==> config.mk <==
export PLATFORM = sky130hd
export DESIGN_NAME = dacin_frontend
export DESIGN_NICKNAME = d
export VERILOG_FILES = /design/src/rtl/dacin_pkg.sv /design/src/rtl/dacin_ctrl.sv /design/src/rtl/dacin_datapath.sv /design/src/rtl/dacin_frontend.sv
export SDC_FILE = /design/constraint.sdc
export NUM_CORES = 1
export LEC_CHECK = 0
export ABC_AREA = 1
export BUFFER_PORTS_ARGS = -buffer_cell sky130_fd_sc_hd__buf_2
export CORE_AREA = 5 5 53 55
export CTS_CLUSTER_DIAMETER = 120
export CTS_CLUSTER_SIZE = 30
export DETAILED_ROUTE_END_ITERATION = 12
export DIE_AREA = 0 0 58 60
export PLACE_DENSITY = 0.78
export SLEW_MARGIN = 40
export SYNTH_ARGS = -nofsm -noshare
export SYNTH_HDL_FRONTEND = slang
export SYNTH_SLANG_ARGS = --single-unit
==> constraint.sdc <==
create_clock -name clk -period 1.1 [get_ports clk]
set_clock_uncertainty 0.05 [all_clocks]
set_input_delay 0.22 -clock clk [delete_from_list [all_inputs] [get_ports clk]]
set_output_delay 0.22 -clock clk [all_outputs]
set_load 0.02 [all_outputs]
==> src/rtl/dacin_pkg.sv <==
package dacin_pkg;
  // Strobes sent from the gating control to the register datapath
  typedef struct packed {
    logic wrByte;      // write low section
    logic wrNib;       // write high section
    logic nibHighLane; // high section taken from the wide-bus lane
    logic copyOut;     // copy holding word to output rank
  } dacStrobe_t;
endpackage

==> src/rtl/dacin_ctrl.sv <==
module dacin_ctrl
  import dacin_pkg::*;
(
  input  logic       busWide,
  input  logic       loadLo,
  input  logic       loadHi,
  input  logic       xfer,
  output dacStrobe_t strobe
);
  always_comb begin
    strobe.wrByte      = loadLo;
    strobe.wrNib       = loadHi;
    strobe.nibHighLane = busWide;
    strobe.copyOut     = xfer;
  end
endmodule

==> src/rtl/dacin_datapath.sv <==
module dacin_datapath
  import dacin_pkg::*;
#(
  parameter int CODE_W = 12,
  parameter int BYTE_W = 8
) (
  input  logic              clk,
  input  logic              rstN,
  input  logic [CODE_W-1:0] laneData,
  input  dacStrobe_t        strobe,
  output logic [CODE_W-1:0] outCode
);
  localparam int NIB_W = CODE_W - BYTE_W;
  localparam logic [CODE_W-1:0] MID_CODE = CODE_W'(1) << (CODE_W - 1);

  logic [BYTE_W-1:0] byteReg, byteNext;
  logic [NIB_W-1:0]  nibReg, nibNext, nibLane;

  // Narrow bus brings the high section right-justified; wide bus in place
  always_comb begin
    nibLane  = strobe.nibHighLane ? laneData[BYTE_W +: NIB_W] : laneData[NIB_W-1:0];
    byteNext = strobe.wrByte ? laneData[BYTE_W-1:0] : byteReg;
    nibNext  = strobe.wrNib ? nibLane : nibReg;
  end

  always_ff @(posedge clk or negedge rstN) begin
    if (!rstN) begin
      byteReg <= MID_CODE[BYTE_W-1:0];
      nibReg  <= MID_CODE[CODE_W-1:BYTE_W];
    end else begin
      byteReg <= byteNext;
      nibReg  <= nibNext;
    end
  end

  // Output rank sees this edge's loads, so write and transfer share an edge
  always_ff @(posedge clk or negedge rstN) begin
    if (!rstN)                outCode <= MID_CODE;
    else if (strobe.copyOut)  outCode <= {nibNext, byteNext};
  end
endmodule

==> src/rtl/dacin_frontend.sv <==
module dacin_frontend
  import dacin_pkg::*;
#(
  parameter int CODE_W = 12,
  parameter int BYTE_W = 8,
  parameter int BUS_W  = 16
) (
  input  logic              clk,
  input  logic              rstN,
  input  logic              busWide,
  input  logic [BUS_W-1:0]  dataIn,
  input  logic              loadLo,
  input  logic              loadHi,
  input  logic              xfer,
  output logic [CODE_W-1:0] dacCode
);
  dacStrobe_t strobe;
  logic       unusedLines;

  assign unusedLines = ^dataIn[BUS_W-1:CODE_W];

  dacin_ctrl u_ctrl (
    .busWide(busWide),
    .loadLo (loadLo),
    .loadHi (loadHi),
    .xfer   (xfer),
    .strobe (strobe)
  );

  dacin_datapath #(.CODE_W(CODE_W), .BYTE_W(BYTE_W)) u_dp (
    .clk     (clk),
    .rstN    (rstN),
    .laneData(dataIn[CODE_W-1:0]),
    .strobe  (strobe),
    .outCode (dacCode)
  );
endmodule

==> results.json <==
{
  "totalNegativeSetupSlack_ns": -0.386,
  "total_leakage_power_nw": 0.713,
  "die_area_mm2": 0.00348,
  "async_reset_ff_frac": 1.00,
  "slew_at_the_pin_closest_to_its_max_slew_limit_ns": 0.507,
  "slew_hr": 0.662,
  "synth_area_leader_cell": "sky130_fd_sc_hd__dfrtp_1",
  "worstPathMaxFanout": 2,
  "crit_path_end_kind": "primary output",
  "estimated_wirelength_of_the_detail_placed_design_um": 1480,
  "outcome": "complete, but fails checks",
  "area_growth_pct": 35.8,
  "timing.fmax_ghz": 0.802,
  "avgSynthCellArea_um2": 8.88,
  "finalWorstPathRequiredPeriod_ns": 1.25,
  "synthesis.instances": 109,
  "final_net_count": 171,
  "ys.warnings.count": 0,
  "synth.top_cell.area_share": 0.568,
  "synth_flop_cell": "sky130_fd_sc_hd__dfrtp_1",
  "vias_in_the_first_global_route": 808,
  "num_antenna_cells": 0,
  "gp_congestion": 0.723,
  "synth_seq_area_share": 0.623,
  "synth_nets": 131,
  "critical_path_arrival_ns": 0.98,
  "cts-htree-levels": 1,
  "drt_first_iter_violations": 17,
  "cell_with_the_most_instances_after_synthesis": "sky130_fd_sc_hd__nand2_1",
  "finalSetupViolCount": 12,
  "vdd.ir_drop.worst_mv": 0.878,
  "fraction_of_final_layout_cells_with_drive_strength_greater_than_1": 0.318,
  "num_rows": 18,
  "grt_use_met2": 0.219,
  "critPathKind": "register to primary output",
  "timing.critical_path.cells": "buf_6",
  "syn_area_um2": 968,
  "met3_resource_use_gr": 0.0346,
  "grt_util_met1": 0.150,
  "antenna_found_initial": 0,
  "grt_max_degree": 25,
  "drv_cap": 0,
  "crit_path_start_kind": "register",
  "ant_nets": 0,
  "violated_checks": "setup timing",
  "synth.lib_cells_used.distinct": 11,
  "globalRoute.busiestLayer": "met2",
  "clk_path_buf_depth": 2,
  "final-max-slew-violation-count": 0,
  "grt_first_pass_wirelength_um": 3330,
  "worstSkewPairLatency_ns": 0.31,
  "floorplan.io_pins": 34,
  "route.final.wire_length_um": 1970,
  "min_period_over_period": 1.13,
  "clock_sink_count": 24,
  "worstHoldPathType": "primary input to register",
  "final_hold_viol_count": 0,
  "worst_ep_required_time_ns": 0.83,
  "stage_delay_of_the_slowest_cell_on_the_critical_path_ns": 0.56,
  "power_density_mw_per_mm2": 1440,
  "clk_pin_slew_ns": 0.12,
  "grt_overflow": 0,
  "detailedPlace.worstSlack_ns": 0.106,
  "gr_usage_total": 0.127,
  "buffer_ports.inserted": 29,
  "clock_tree.root_cell": "sky130_fd_sc_hd__clkbuf_4",
  "core-area_mm2": 0.00234,
  "post_drt_wl_per_cell_um": 11.1,
  "die_y_um": 60,
  "register_bit_count_reported_by_yosys": 24,
  "cp_num_buf_inv": 1,
  "initial_core_util": 0.413,
  "setup_ws_ns": -0.147,
  "total_number_of_vias": 783,
  "synth.top_cells.by_area": "sky130_fd_sc_hd__dfrtp_1 (57%), sky130_fd_sc_hd__nand2_1 (19%), sky130_fd_sc_hd__dfstp_2 (5.4%), sky130_fd_sc_hd__nand3_1 (4.1%), sky130_fd_sc_hd__inv_1 (3.9%)",
  "grt_setup_unrepaired": "true",
  "via_per_inst": 4.40,
  "cts_inserted_buffers": 3,
  "crit_family": "flip-flops",
  "clock_tree_from_tritoncts": "yes",
  "yosys-top-cells-count": "sky130_fd_sc_hd__nand2_1 (48), sky130_fd_sc_hd__dfrtp_1 (22), sky130_fd_sc_hd__inv_1 (10), sky130_fd_sc_hd__nand3_1 (8), sky130_fd_sc_hd__o21ai_0 (6)",
  "detail_route.drc_violations": 0,
  "count_of_flip_flops_with_a_built_in_enable_after_synthesis": 0,
  "cp_slowest_cell": "sky130_fd_sc_hd__dfstp_2",
  "drt_pre_antenna_iters": 4,
  "chipWidth_um": 58,
  "nFillCells": 224
}
-- sequential cells by signal, indices dropped and copies added, names as in the netlist --
name / count
u_dp.outCode: 12
u_dp.byteReg: 8
u_dp.nibReg: 4
-- logic make-up after synthesis --
kind of cell | after synthesis | share of synthesized area
simple gates | 64 | 0.279
flops | 24 | 0.623
buf+inv | 13 | 0.0569
compound gates | 8 | 0.0413
-- final timing paths --
path | from | endpoint | slack [ns] | cells after the start
max | u_dp.outCode[11] | dacCode[11] | -0.15 | 1
min in group asynchronous | rstN | u_dp.nibReg[1] | 0.34 | 2
max reg2reg | u_dp.nibReg[2] | u_dp.nibReg[2] | 0.12 | 2
min | dataIn[5] | u_dp.byteReg[5] | 0.12 | 3
max in group asynchronous | rstN | u_dp.outCode[11] | 0.29 | 2
min reg2reg | u_dp.outCode[11] | u_dp.outCode[11] | 0.44 | 2
-- where the power goes --
group | switching, mW | leakage, nW | total, mW | internal [mW]
Sequential | 0.0482 | 0.288 | 1.03 | 0.980
Combinational | 0.213 | 0.404 | 0.424 | 0.211
Clock | 0.243 | 0.0210 | 0.445 | 0.202
Total | 0.504 | 0.713 | 1.90 | 1.39
-- stage by stage --
stage	power, mW	hold WS, ns	utilization	instances	area (um^2)
final	1.90	0.117	0.561	178	1320
after global routing	2.01	0.115	0.561	178	1320
after CTS	1.90	0.113	0.552	175	1290
after detailed placement	1.36	0.173	0.487	166	1140
after global placement	1.34	0.164	0.487	166	1140
after floorplan	1.22	-0.126	-	109	968
-- metal layers --
metal,vias up,share of wire
met2,31,0.47
met1,341,0.43
met3,2,0.091
met5,-,0
li1,409,-
met4,0,0.0061
-- cell usage in the layout, fill, tap and decap left out --
cell type	Yosys	final
sky130_fd_sc_hd__clkbuf_8	0	1
sky130_fd_sc_hd__clkbuf_4	0	3
sky130_fd_sc_hd__dfrtp_1	22	22
sky130_fd_sc_hd__buf_4	1	8
sky130_fd_sc_hd__nand2_1	48	48
sky130_fd_sc_hd__dlygate4sd3_1	0	1
sky130_fd_sc_hd__o21ai_0	6	6
sky130_fd_sc_hd__dfstp_2	2	2
sky130_fd_sc_hd__buf_6	0	12
sky130_fd_sc_hd__nand3_1	8	8
sky130_fd_sc_hd__or2_2	4	4
sky130_fd_sc_hd__and2_1	4	4
sky130_fd_sc_hd__buf_2	2	17
sky130_fd_sc_hd__inv_1	10	10
sky130_fd_sc_hd__o21ai_1	2	2
-- area by class of cell --
cell class | count | area [um^2] | area share
Clock buffer | 4 | 36.3 | 0.0276
Inverter | 10 | 37.5 | 0.0285
Multi-Input combinational cell | 72 | 310 | 0.236
Sequential cell | 24 | 603 | 0.459
Tap cell | 30 | 37.5 | 0.0285
Timing Repair Buffer | 38 | 290 | 0.221
-- what timing repair did --
action / in CTS / in global routing
setup endpoints to repair: 12 / 12
gates cloned: 0 / 0
buffers inserted: 4 / 3
hold buffers: 1 / 0
endpoints found under the hold margin: 22 / 0
gates resized for setup: 24 / 0
(Power assumes the default switching activity.)
